==> src/rtl/acq_pkg.sv <==
package acq_pkg;
  typedef enum logic [1:0] {
    MODE_FILL = 2'b00,
    MODE_RING = 2'b01,
    MODE_SEG  = 2'b10,
    MODE_ALT  = 2'b11
  } acq_mode_e;

  typedef enum logic [2:0] {
    ST_IDLE  = 3'd0,
    ST_ARMED = 3'd1,
    ST_DELAY = 3'd2,
    ST_STORE = 3'd3,
    ST_REARM = 3'd4,
    ST_DONE  = 3'd5
  } acq_state_e;
endpackage

==> src/rtl/acq_addr_gen.sv <==
module acq_addr_gen #(
  parameter int ADDR_W = 12,
  localparam int CNT_W = ADDR_W + 1
) (
  input  logic              clk_i,
  input  logic              rst_ni,
  input  logic              clr_i,
  input  logic              step_i,
  input  logic [ADDR_W-1:0] base_i,
  input  logic [CNT_W-1:0]  rlen_i,
  output logic [ADDR_W-1:0] addr_o
);
  logic [ADDR_W-1:0] off_q;
  logic [CNT_W-1:0]  off_inc;

  assign off_inc = {1'b0, off_q} + CNT_W'(1);

  always_ff @(posedge clk_i or negedge rst_ni) begin
    if (!rst_ni)     off_q <= '0;
    else if (clr_i)  off_q <= '0;
    else if (step_i) off_q <= (off_inc == rlen_i) ? '0 : off_inc[ADDR_W-1:0];
  end

  assign addr_o = base_i + off_q;

  AST_OFF_IN_REGION: assert property (@(posedge clk_i) disable iff (!rst_ni)
    (rlen_i != '0) |-> ({1'b0, off_q} < rlen_i));
endmodule

==> src/rtl/acq_span_ctr.sv <==
module acq_span_ctr #(
  parameter int W = 13
) (
  input  logic         clk_i,
  input  logic         rst_ni,
  input  logic         load_i,
  input  logic [W-1:0] load_val_i,
  input  logic         dec_i,
  output logic         one_o
);
  logic [W-1:0] cnt_q;

  always_ff @(posedge clk_i or negedge rst_ni) begin
    if (!rst_ni)     cnt_q <= '0;
    else if (load_i) cnt_q <= load_val_i;
    else if (dec_i)  cnt_q <= cnt_q - W'(1);
  end

  assign one_o = (cnt_q == W'(1));

  AST_NO_UNDERFLOW: assert property (@(posedge clk_i) disable iff (!rst_ni)
    (dec_i && !load_i) |-> (cnt_q != '0));
endmodule

==> src/rtl/acq_holdoff.sv <==
module acq_holdoff #(
  parameter int CYC = 38,
  localparam int HW = $clog2(CYC + 1)
) (
  input  logic clk_i,
  input  logic rst_ni,
  input  logic clr_i,
  input  logic start_i,
  output logic last_o
);
  logic [HW-1:0] cnt_q;

  always_ff @(posedge clk_i or negedge rst_ni) begin
    if (!rst_ni)            cnt_q <= '0;
    else if (clr_i)         cnt_q <= '0;
    else if (start_i)       cnt_q <= HW'(CYC);
    else if (cnt_q != '0)   cnt_q <= cnt_q - HW'(1);
  end

  assign last_o = (cnt_q == HW'(1));

  AST_HOLD_RUNS_DOWN: assert property (@(posedge clk_i) disable iff (!rst_ni)
    (cnt_q != '0 && !start_i && !clr_i) |=> (cnt_q == $past(cnt_q) - HW'(1)));
endmodule

==> src/rtl/acq_trig_seq.sv <==
module acq_trig_seq
  import acq_pkg::*;
#(
  parameter int ADDR_W    = 12,
  parameter int DLY_W     = 20,
  parameter int SEG_W     = 8,
  parameter int SMP_W     = 8,
  parameter int REARM_CYC = 38
) (
  input  logic              clk_i,
  input  logic              rst_ni,
  input  logic              arm_i,
  input  logic              abort_i,
  input  logic [1:0]        mode_i,
  input  logic [ADDR_W-1:0] base_addr_i,
  input  logic [ADDR_W:0]   region_len_i,
  input  logic [ADDR_W:0]   seg_len_i,
  input  logic [SEG_W-1:0]  seg_num_i,
  input  logic [ADDR_W-1:0] pre_len_i,
  input  logic [DLY_W-1:0]  delay_i,
  input  logic              smp_valid_i,
  input  logic [SMP_W-1:0]  smp_data_i,
  input  logic              trig_i,
  output logic              mem_we_o,
  output logic [ADDR_W-1:0] mem_addr_o,
  output logic [SMP_W-1:0]  mem_data_o,
  output logic              busy_o,
  output logic              done_o,
  output logic [SEG_W-1:0]  seg_cnt_o,
  output logic [ADDR_W-1:0] trig_addr_o,
  output logic              trig_missed_o
);
  localparam int CNT_W = ADDR_W + 1;

  acq_state_e        state_q, state_d;
  acq_mode_e         mode_q;
  logic [ADDR_W-1:0] base_q, pre_q;
  logic [CNT_W-1:0]  rlen_q, slen_q;
  logic [SEG_W-1:0]  snum_q, seg_cnt_q;
  logic [DLY_W-1:0]  dly_q;
  logic [CNT_W-1:0]  pre_seen_q;

  logic              is_ring, is_seg, pre_ok, trig_ev, accept;
  logic              dly_zero, dly_one, store_now, end_seg, more_seg, ctl;
  logic [CNT_W-1:0]  seg_len_eff, post_n, rem_load;
  logic [SEG_W:0]    seg_next;
  logic              rem_one, dly_last, hold_last;
  logic [ADDR_W-1:0] cur_addr;

  assign ctl      = arm_i | abort_i;
  assign is_ring  = (mode_q == MODE_RING);
  assign is_seg   = (mode_q == MODE_SEG);
  assign dly_zero = (dly_q == '0);
  assign dly_one  = (dly_q == DLY_W'(1));
  assign pre_ok   = (pre_seen_q >= {1'b0, pre_q});
  assign trig_ev  = trig_i & smp_valid_i;
  assign accept   = trig_ev & (state_q == ST_ARMED) & (!is_ring | pre_ok);

  assign seg_len_eff = is_seg ? slen_q : rlen_q;
  assign post_n      = rlen_q - {1'b0, pre_q} - CNT_W'(1);
  assign seg_next    = {1'b0, seg_cnt_q} + (SEG_W+1)'(1);
  assign more_seg    = is_seg & (seg_next < {1'b0, snum_q});

  // samples that reach memory this cycle
  assign store_now = smp_valid_i & ((state_q == ST_STORE) |
                                    ((state_q == ST_ARMED) & is_ring) |
                                    (accept & dly_zero));

  always_comb begin
    end_seg = 1'b0;
    if (state_q == ST_ARMED && accept)
      end_seg = is_ring ? (post_n == '0) : (dly_zero && seg_len_eff == CNT_W'(1));
    else if (state_q == ST_STORE)
      end_seg = smp_valid_i & rem_one;
  end

  always_comb begin
    if (is_ring)       rem_load = post_n;
    else if (dly_zero) rem_load = seg_len_eff - CNT_W'(1);
    else               rem_load = seg_len_eff;
  end

  always_comb begin
    state_d = state_q;
    unique case (state_q)
      ST_ARMED: begin
        if (accept) begin
          if (end_seg)                          state_d = more_seg ? ST_REARM : ST_DONE;
          else if (is_ring || dly_zero || dly_one) state_d = ST_STORE;
          else                                  state_d = ST_DELAY;
        end
      end
      ST_DELAY: if (smp_valid_i && dly_last) state_d = ST_STORE;
      ST_STORE: if (end_seg) state_d = more_seg ? ST_REARM : ST_DONE;
      ST_REARM: if (hold_last) state_d = ST_ARMED;
      default:  state_d = state_q;
    endcase
  end

  always_ff @(posedge clk_i or negedge rst_ni) begin
    if (!rst_ni)      state_q <= ST_IDLE;
    else if (abort_i) state_q <= ST_IDLE;
    else if (arm_i)   state_q <= ST_ARMED;
    else              state_q <= state_d;
  end

  always_ff @(posedge clk_i or negedge rst_ni) begin
    if (!rst_ni) begin
      mode_q <= MODE_FILL;
      base_q <= '0;
      pre_q  <= '0;
      rlen_q <= '0;
      slen_q <= '0;
      snum_q <= '0;
      dly_q  <= '0;
    end else if (arm_i && !abort_i) begin
      mode_q <= acq_mode_e'(mode_i);
      base_q <= base_addr_i;
      pre_q  <= pre_len_i;
      rlen_q <= region_len_i;
      slen_q <= seg_len_i;
      snum_q <= seg_num_i;
      dly_q  <= delay_i;
    end
  end

  always_ff @(posedge clk_i or negedge rst_ni) begin
    if (!rst_ni)
      pre_seen_q <= '0;
    else if (arm_i)
      pre_seen_q <= '0;
    else if (store_now && state_q == ST_ARMED && is_ring && !pre_ok && !abort_i)
      pre_seen_q <= pre_seen_q + CNT_W'(1);
  end

  acq_addr_gen #(.ADDR_W(ADDR_W)) u_addr (
    .clk_i  (clk_i),
    .rst_ni (rst_ni),
    .clr_i  (arm_i),
    .step_i (store_now & ~ctl),
    .base_i (base_q),
    .rlen_i (rlen_q),
    .addr_o (cur_addr)
  );

  acq_span_ctr #(.W(CNT_W)) u_rem (
    .clk_i      (clk_i),
    .rst_ni     (rst_ni),
    .load_i     (accept & ~ctl),
    .load_val_i (rem_load),
    .dec_i      ((state_q == ST_STORE) & smp_valid_i & ~ctl),
    .one_o      (rem_one)
  );

  acq_span_ctr #(.W(DLY_W)) u_dly (
    .clk_i      (clk_i),
    .rst_ni     (rst_ni),
    .load_i     (accept & ~ctl),
    .load_val_i (dly_q - DLY_W'(1)),
    .dec_i      ((state_q == ST_DELAY) & smp_valid_i & ~ctl),
    .one_o      (dly_last)
  );

  acq_holdoff #(.CYC(REARM_CYC)) u_hold (
    .clk_i   (clk_i),
    .rst_ni  (rst_ni),
    .clr_i   (ctl),
    .start_i (end_seg & more_seg),
    .last_o  (hold_last)
  );

  always_ff @(posedge clk_i or negedge rst_ni) begin
    if (!rst_ni) begin
      mem_we_o   <= 1'b0;
      mem_addr_o <= '0;
      mem_data_o <= '0;
    end else begin
      mem_we_o <= store_now & ~ctl;
      if (store_now) begin
        mem_addr_o <= cur_addr;
        mem_data_o <= smp_data_i;
      end
    end
  end

  always_ff @(posedge clk_i or negedge rst_ni) begin
    if (!rst_ni) begin
      seg_cnt_q     <= '0;
      trig_addr_o   <= '0;
      trig_missed_o <= 1'b0;
    end else if (arm_i && !abort_i) begin
      seg_cnt_q     <= '0;
      trig_missed_o <= 1'b0;
    end else begin
      if (end_seg && !abort_i) seg_cnt_q   <= seg_next[SEG_W-1:0];
      if (accept && !abort_i)  trig_addr_o <= cur_addr;
      if (trig_ev && !accept)  trig_missed_o <= 1'b1;
    end
  end

  assign seg_cnt_o = seg_cnt_q;
  assign busy_o    = (state_q == ST_ARMED) | (state_q == ST_DELAY) |
                     (state_q == ST_STORE) | (state_q == ST_REARM);
  assign done_o    = (state_q == ST_DONE);

  AST_IDLE_QUIET: assert property (@(posedge clk_i) disable iff (!rst_ni)
    !busy_o |=> !mem_we_o);
  AST_DONE_HOLDS: assert property (@(posedge clk_i) disable iff (!rst_ni)
    (done_o && !arm_i && !abort_i) |=> done_o);
  AST_DELAY_SILENT: assert property (@(posedge clk_i) disable iff (!rst_ni)
    (state_q == ST_DELAY) |=> !mem_we_o);
  AST_SEG_STEP: assert property (@(posedge clk_i) disable iff (!rst_ni)
    (!$past(arm_i) && seg_cnt_o != $past(seg_cnt_o)) |->
      (seg_cnt_o == SEG_W'($past(seg_cnt_o) + 1'b1)));
  AST_GAP_SILENT: assert property (@(posedge clk_i) disable iff (!rst_ni)
    (state_q == ST_REARM) |=> !mem_we_o);
  AST_MISS_STICKY: assert property (@(posedge clk_i) disable iff (!rst_ni)
    (trig_missed_o && !arm_i) |=> trig_missed_o);
  AST_WR_CONTIG: assert property (@(posedge clk_i) disable iff (!rst_ni)
    (mem_we_o && $past(mem_we_o)) |->
      (mem_addr_o == ADDR_W'($past(mem_addr_o) + 1'b1) || mem_addr_o == base_q));
endmodule

==> config.mk <==
export PLATFORM = sky130hd
export DESIGN_NAME = acq_trig_seq
export DESIGN_NICKNAME = d
export VERILOG_FILES = /design/src/rtl/acq_pkg.sv /design/src/rtl/acq_addr_gen.sv /design/src/rtl/acq_span_ctr.sv /design/src/rtl/acq_holdoff.sv /design/src/rtl/acq_trig_seq.sv
export SDC_FILE = /design/constraint.sdc
export NUM_CORES = 1
export LEC_CHECK = 0
export ABC_CLOCK_PERIOD_IN_PS = 3700
export BUFFER_PORTS_ARGS = -buffer_cell sky130_fd_sc_hd__buf_2
export CAP_MARGIN = 5
export CORE_UTILIZATION = 28
export DETAILED_ROUTE_END_ITERATION = 10
export PLACE_DENSITY = 0.48
export SLEW_MARGIN = 30
export SYNTH_ARGS = -nofsm -noshare
export SYNTH_HDL_FRONTEND = slang
export SYNTH_SLANG_ARGS = --single-unit
==> constraint.sdc <==
create_clock -name clk_i -period 3.7 [get_ports clk_i]
set_input_delay 1.11 -clock clk_i [delete_from_list [all_inputs] [get_ports clk_i]]
set_output_delay 1.11 -clock clk_i [all_outputs]
set_load 0.005 [all_outputs]
# --- After elaboration in Yosys (flattened, before gate mapping) ---
# Index checks and enable logic that the tools add are counted.
word_totals:
  reg_bits: 189
classes:
  n_addsub: 11
  order_cmp: 2
  eq_ne: 17
  muxes: 32
  n_bitwise: 24
  n_reduce_logical: 30
ops:
  columns: ["op", "n"]
  rows:
  - ["2-to-1 mux 13 bit", 7]
  - ["equality test 20 x 1 -> 1 bit (second input constant)", 2]
  - ["2-to-1 mux 20 bit", 2]
  - ["subtractor 20 x 1 -> 20 bit (second input constant)", 2]
  - ["subtractor 13 x 1 -> 13 bit (second input constant)", 3]
  - ["2-to-1 mux 12 bit", 3]
  - ["equality test 13 x 1 -> 1 bit (second input constant)", 2]
  - ["2-to-1 mux 3 bit", 7]
  - ["logical NOT 20 bit", 1]
  - ["2-to-1 mux 6 bit", 3]
  - ["2-to-1 mux 8 bit", 2]
  - ["!= test 4 bit (second input constant)", 4]
  - ["AND 1 bit", 15]
  - ["adder 12 x 1 -> 13 bit (second input constant)", 1]
  - ["adder 13 x 1 -> 13 bit (second input constant)", 1]
  - ["equality test 13 bit", 1]
  - ["greater-or-equal comparator 13 x 12 -> 1 bit", 1]
  - ["logical NOT 13 bit", 1]
  - ["subtractor 13 x 12 -> 13 bit", 1]
  - ["adder 12 bit", 1]
  - ["case mux 3 bit (4 select lines)", 1]
  - ["nonzero test 2 bit", 6]
  - ["nonzero test 6 bit", 2]
  - ["logical AND 1 bit", 11]
  - ["other kinds (17)", 36]

# --- Longest topological paths before layout ---
logic_depth:
  depth_word: 13
  ltp_mapped: 13
  mapped_depth_nobuf: 13

# --- Modules after synthesis ---
# From an unflattened synthesis, not the netlist that was laid out.
hier_totals:
  hier_cells: 1191
  area_unflattened_um2: 11618.6
modules_own_cells:
  columns: ["mod", "instances", "cells_per_inst", "area_per_inst_um2", "seq_area_each_um2"]
  rows:
  - ["acq_trig_seq", 1, 752, 7759.9, 3453.3]
  - ["acq_addr_gen", 1, 189, 1507.7, 300.3]
  - ["acq_span_ctr at u_dly", 1, 133, 1239.9, 500.5]
  - ["acq_span_ctr at u_rem", 1, 80, 737.0, 325.3]
  - ["acq_holdoff", 1, 37, 374.1, 150.1]

# --- Worst setup path after synthesis ---
# Ideal clock, no wire load.
synth_path:
  kind: "input to register"
  startpoint: "input smp_valid_i"
  endpoint: "register u_hold.cnt_q[2]"
  t_arrival_ns: 3.139
  required_time_ns: 3.618
  path_slack_ns: 0.479
  cell_stages: 9
  n_path_buf: 0
  cell_sequence: "and4bb_2 -> nand3_1 -> o32ai_1 -> nor2_1 -> or4_1 -> nor4_1 -> a31o_2 -> nand2_1 -> a31oi_1"
synth_between:
  elab_chain_cells: 8
  word_cells_on_any_way: 11
synth_lines:
  columns: ["element", "line", "source"]
  rows:
  - ["start, declared", "acq_trig_seq.sv:21", "input logic smp_valid_i,"]
  - ["AND 1 bit", "acq_trig_seq.sv:56", "assign trig_ev = trig_i & smp_valid_i;"]
  - ["AND 1 bit (2 in a row)", "acq_trig_seq.sv:57", "assign accept = trig_ev & (state_q == ST_ARMED) & (!is_ring | pre_ok);"]
  - ["logical AND 1 bit", "acq_trig_seq.sv:71", "if (state_q == ST_ARMED && accept)"]
  - ["2-to-1 mux 1 bit (*)", "acq_trig_seq.sv:71", null]
  - ["AND 1 bit (*)", "acq_trig_seq.sv:168", ".start_i (end_seg & more_seg),"]
  - ["2-to-1 mux 6 bit", "acq_holdoff.sv:16", "else if (start_i) cnt_q <= HW'(CYC);"]
  - ["2-to-1 mux 6 bit", "acq_holdoff.sv:15", "else if (clr_i) cnt_q <= '0;"]
  - ["end signal, assigned", "acq_holdoff.sv:16", null]
  - ["end signal, assigned", "acq_holdoff.sv:17", "else if (cnt_q != '0) cnt_q <= cnt_q - HW'(1);"]
  - ["end, declared", "acq_holdoff.sv:11", "logic [HW-1:0] cnt_q;"]
# Every way passes the cells marked *; elsewhere a longest branch is shown, timed or not.
# A chain may end at the register's enable or synchronous reset.

# --- Final worst setup path ---
layout_path:
  startpoint: "register rlen_q[0]"
  endpoint: "register u_hold.cnt_q[2]"
layout_between:
  elab_chain_cells: 8
  word_cells_on_any_way: 12
layout_lines:
  columns: ["element", "line", "source"]
  rows:
  - ["start, declared", "acq_trig_seq.sv:38", "logic [CNT_W-1:0] rlen_q, slen_q;"]
  - ["start signal, assigned", "acq_trig_seq.sv:120", "rlen_q <= region_len_i;"]
  - ["subtractor 13 x 12 -> 13 bit or 2-to-1 mux 13 bit (tied branches)", "acq_trig_seq.sv:60, acq_trig_seq.sv:59", null]
  - ["subtractor 13 x 1 -> 13 bit or equality test 13 x 1 -> 1 bit (tied branches)", "acq_trig_seq.sv:60, acq_trig_seq.sv:72", null]
  - ["logical NOT 13 bit or logical AND 1 bit (tied branches)", "acq_trig_seq.sv:72", "end_seg = is_ring ? (post_n == '0) : (dly_zero && seg_len_eff == CNT_W'(1));"]
  - ["2-to-1 mux 1 bit (*)", "acq_trig_seq.sv:72", null]
  - ["2-to-1 mux 1 bit (*)", "acq_trig_seq.sv:71", null]
  - ["AND 1 bit (*)", "acq_trig_seq.sv:168", null]
  - ["2-to-1 mux 6 bit", "acq_holdoff.sv:16", null]
  - ["2-to-1 mux 6 bit", "acq_holdoff.sv:15", null]
# Marks and branches as above.

==> results.txt <==
The run finished with clean final reports. The number of warnings printed during yosys synthesis came out at 0. The area of the core is 0.0398 mm2. The number of antenna-violating nets in the routed design came out at 0. The data required time at the worst endpoint came out at 4.08 ns. The count of unique library cells instantiated by Yosys is 75. The number of buffers inserted by post-CTS setup repair came out at 0. Of all flip-flops after synthesis, the portion carrying an async set or reset was 100%. Global routing used 26.0% of the available met2 tracks. The initial antenna violation count is 2. The worst slew slack as a fraction of its limit is 54.3%. The I/O pin count came out at 138. The number of global-route vias before repair is 9056. The area of the mapped netlist is 0.0113 mm2. The utilization after layout came out at 33.7%. Entering global routing, the biggest net connects 77 pins. The post-placement setup slack is 0.169 ns. The post-synthesis cell count came out at 1236. The worst setup path is launched from a flop. After detailed routing, the number of remaining DRC violations is 0. The count of clock tree sinks came out at 189. The share of final-layout standard cells stronger than drive strength 1 came out at 20.9%. The total of flip-flops plus latches after synthesis is 189. The post-route worst setup slack is 0.366 ns. The share of the synthesized area in the top cell type is 41.7%. Setup violations remaining at the end of the flow were counted as 0. STA classifies the critical path endpoint as a flop.

The final estimated routing congestion in global placement came out at 0.829. The final layout net count is 1528. The worst-skew pair later-pin latency came out at 0.46 ns. The maximum resistive drop on vdd came out at 296 uV. The first routing iteration left 542 violations. The path class of the tightest hold or removal check is flop to flop.

The total CTS buffers came out at 17. For the pin with the worst max-slew slack, the measured transition is 0.680 ns. The total of buffers placed on input and output ports is 137. In the global route stage, overall resource usage came out at 16.5%. The static power due to leakage came out at 6.09 nW. Data on the critical path arrives at its endpoint at 3.71 ns. The biggest area contributor in the post-synthesis netlist is sky130_fd_sc_hd__dfrtp_1. The die footprint came out at 0.0413 mm2. The total global routing overflow is 0. The tree is rooted in a sky130_fd_sc_hd__clkbuf_16. Counting I/O delays and the setup requirement, the final critical path takes 3.33 ns. The maximum fanout along the worst path is 8. The worst-case clock buffer depth came out at 2. The post-route fraction of the period consumed by the critical path came out at 90.1%. The sequential area share after synthesis is 41.7%.

The worst setup path is of the flop to flop kind. The clock tree from TritonCTS is built. Summed over all layers, the routed wires come to 32500 um. Among all flip-flop cells after synthesis, the most frequent one is sky130_fd_sc_hd__dfrtp_1. The number of pins exceeding their max-slew limit in the final report came out at 0. The H-tree depth came out at 4. The row count came out at 73. The number of instances resized during post-cts repair came out at 0. The maximum clock skew at final layout came out at 0.0111 ns. The initial utilization of the core area, before any placement, comes to 28.5%.

By area the synthesized netlist is led by sky130_fd_sc_hd__dfrtp_1 42%, sky130_fd_sc_hd__ha_1 6.1%, sky130_fd_sc_hd__nand2_1 6.0%, sky130_fd_sc_hd__mux2_2 5.9%, sky130_fd_sc_hd__xor2_1 4.0%. Summing all multi-input logic gate instances after layout gives 0.00626 mm2. The sum of negative setup slack came out at 0 ns. The relative area change from synthesis to final layout is 18.3%. The met1 usage came out at 22.8%. The number of enable flip-flop cells after synthesis is 0.

The clock-pin slew of the registers on the worst-case setup and hold paths is 0.07 ns. For this run, the top clock speed supported by timing is 0.300 GHz. The height of the die came out at 203 um. After clock tree synthesis, the flow added hold-fix buffers numbering 0. Detailed placement ended at an HPWL of 24700 um. The post-synthesis net count came out at 1387. The number of max-cap violations is 0. The floorplan step set the die width to 203 um.

The register area is 0.00473 mm2. The first global-routing pass estimated 52500 um of wire. The vias after detailed routing came out at 9219.

Setup repair after global routing left no endpoint under its margin. The total power is 6.79 mW. The layout filler cell count came out at 4184. The wire length per cell after detailed routing is 16.9 um. For met3 alone, demand over resource in global routing was 3.08%. The final count of hold timing violations is 0.

Dividing the detail-routed via count by the number of cells gives 4.81. The most heavily used metal layer in global routing is met2. Each instance of the synthesized netlist takes up on average 9.17 um2. The first detailed-routing pass ran for 5 iterations. The total power per unit cell area is 506 mW/mm2.
## state kept, by name, summed over array words and instances, names as in the netlist
name           flops
base_q            12
dly_q             20
mem_addr_o        12
mem_data_o         8
mem_we_o           1
mode_q             2
pre_q             12
pre_seen_q        13
rlen_q            13
seg_cnt_o          8
slen_q            13
snum_q             8
state_q            3
trig_addr_o       12
trig_missed_o      1
u_addr.off_q      12
u_dly.cnt_q       20
u_hold.cnt_q       6
u_rem.cnt_q       13
## power by group
| group | internal (mW) | switching [mW] |
|---|---|---|
| combinational | 0.896 | 1.10 |
| clock | 0.977 | 0.909 |
| sequential | 2.50 | 0.406 |
## per-stage QoR
step / hold WS, ns / cells / instance area, um2
after global routing: 0.504 / 1915 / 13400
final: 0.475 / 1916 / 13400
after detailed placement: 0.457 / 1883 / 12800
after global placement: 0.452 / 1883 / 12800
after CTS: 0.477 / 1915 / 13400
after floorplan: 0.454 / 1236 / 11300
## routing by layer
metal  up-vias  share of wire [%]
li1       4644                  -
met1      4404                 49
met2       140                 46
met3        31                2.9
met4         0                1.9
met5         -                  0
## kinds of logic after synthesis
logic type                 share of synthesized area [%]
adders and majority gates                           6.43
muxes                                               7.01
xor gates and xnor gates                            7.85
AOI/OAI and AO/OA                                   12.8
buffers and inverters                               3.19
DFF                                                 41.7
and+or+nand+nor                                     21.0
## final cells by class
class / instances / share of cell area, %
diodes: 1 / 0.0187
inverters: 43 / 1.20
clock buffers: 18 / 3.28
clock inverters: 14 / 1.10
flip-flops and latches: 189 / 35.3
repair buffers: 174 / 7.53
well taps: 525 / 4.90
multi-input cells: 952 / 46.7
## critical path, stage by stage (launching register included)
cell                      delay, ns
sky130_fd_sc_hd__dfrtp_1       0.45
sky130_fd_sc_hd__ha_1          0.20
sky130_fd_sc_hd__inv_1         0.05
sky130_fd_sc_hd__fa_1          0.39
sky130_fd_sc_hd__nor2b_1       0.16
sky130_fd_sc_hd__o21ai_1       0.10
sky130_fd_sc_hd__xnor2_1       0.14
sky130_fd_sc_hd__or4_1         0.56
sky130_fd_sc_hd__or4_1         0.41
sky130_fd_sc_hd__nor4_1        0.18
sky130_fd_sc_hd__a31o_2        0.30
sky130_fd_sc_hd__nand2_1       0.12
sky130_fd_sc_hd__a31oi_1       0.17
## synthesized netlist by cell type, types with 16 or more instances
cell type                  number
sky130_fd_sc_hd__nand3_1       34
sky130_fd_sc_hd__nor3_1        38
sky130_fd_sc_hd__a21oi_1       47
sky130_fd_sc_hd__o21ai_0       86
sky130_fd_sc_hd__mux2_2        59
sky130_fd_sc_hd__xor2_1        52
sky130_fd_sc_hd__xnor2_1       47
sky130_fd_sc_hd__nor2_1       104
sky130_fd_sc_hd__and3_1        18
sky130_fd_sc_hd__nand2_1      181
sky130_fd_sc_hd__dfrtp_1      189
sky130_fd_sc_hd__clkbuf_1      43
sky130_fd_sc_hd__nor4_1        16
sky130_fd_sc_hd__inv_1         43
sky130_fd_sc_hd__ha_1          55
## final timing paths
kind | slack, ns | to | start | depth (start not counted)
max | 0.37 | u_hold.cnt_q[2]$_DFFE_PN0P_ | rlen_q[0]$_DFFE_PN0P_ | 12
min | 0.48 | mem_addr_o[5]$_DFFE_PN0N_ | mem_addr_o[5]$_DFFE_PN0N_ | 2
max reg2reg | 0.37 | u_hold.cnt_q[2]$_DFFE_PN0P_ | rlen_q[0]$_DFFE_PN0P_ | 12
min reg2reg | 0.48 | mem_addr_o[5]$_DFFE_PN0N_ | mem_addr_o[5]$_DFFE_PN0N_ | 2
max in group asynchronous | 2.26 | mem_addr_o[3]$_DFFE_PN0N_ | rst_ni | 2
min in group asynchronous | 0.67 | rlen_q[5]$_DFFE_PN0P_ | rst_ni | 1
## placed cells by master, fill, tap and decap left out, types with 6 or more instances in the layout
cell	instances
sky130_fd_sc_hd__dfrtp_1	189
sky130_fd_sc_hd__nand2_1	181
sky130_fd_sc_hd__buf_2	136
sky130_fd_sc_hd__nor2_1	104
sky130_fd_sc_hd__o21ai_0	86
sky130_fd_sc_hd__mux2_2	59
sky130_fd_sc_hd__ha_1	55
sky130_fd_sc_hd__xor2_1	52
sky130_fd_sc_hd__a21oi_1	47
sky130_fd_sc_hd__xnor2_1	47
sky130_fd_sc_hd__inv_1	43
sky130_fd_sc_hd__nor3_1	38
sky130_fd_sc_hd__nand3_1	34
sky130_fd_sc_hd__buf_4	34
sky130_fd_sc_hd__and3_1	18
sky130_fd_sc_hd__clkbuf_16	17
sky130_fd_sc_hd__nor4_1	16
sky130_fd_sc_hd__a31oi_1	15
sky130_fd_sc_hd__or3_1	15
sky130_fd_sc_hd__mux2i_1	13
sky130_fd_sc_hd__nor2b_1	12
sky130_fd_sc_hd__nand4_1	12
sky130_fd_sc_hd__o211ai_1	11
sky130_fd_sc_hd__nand2b_1	10
sky130_fd_sc_hd__o31ai_1	10
sky130_fd_sc_hd__o22ai_1	9
sky130_fd_sc_hd__a21o_1	7
sky130_fd_sc_hd__o21ai_1	7
sky130_fd_sc_hd__a211oi_1	6
sky130_fd_sc_hd__or4_1	6
Note: power is estimated with default switching activity, not from simulation.
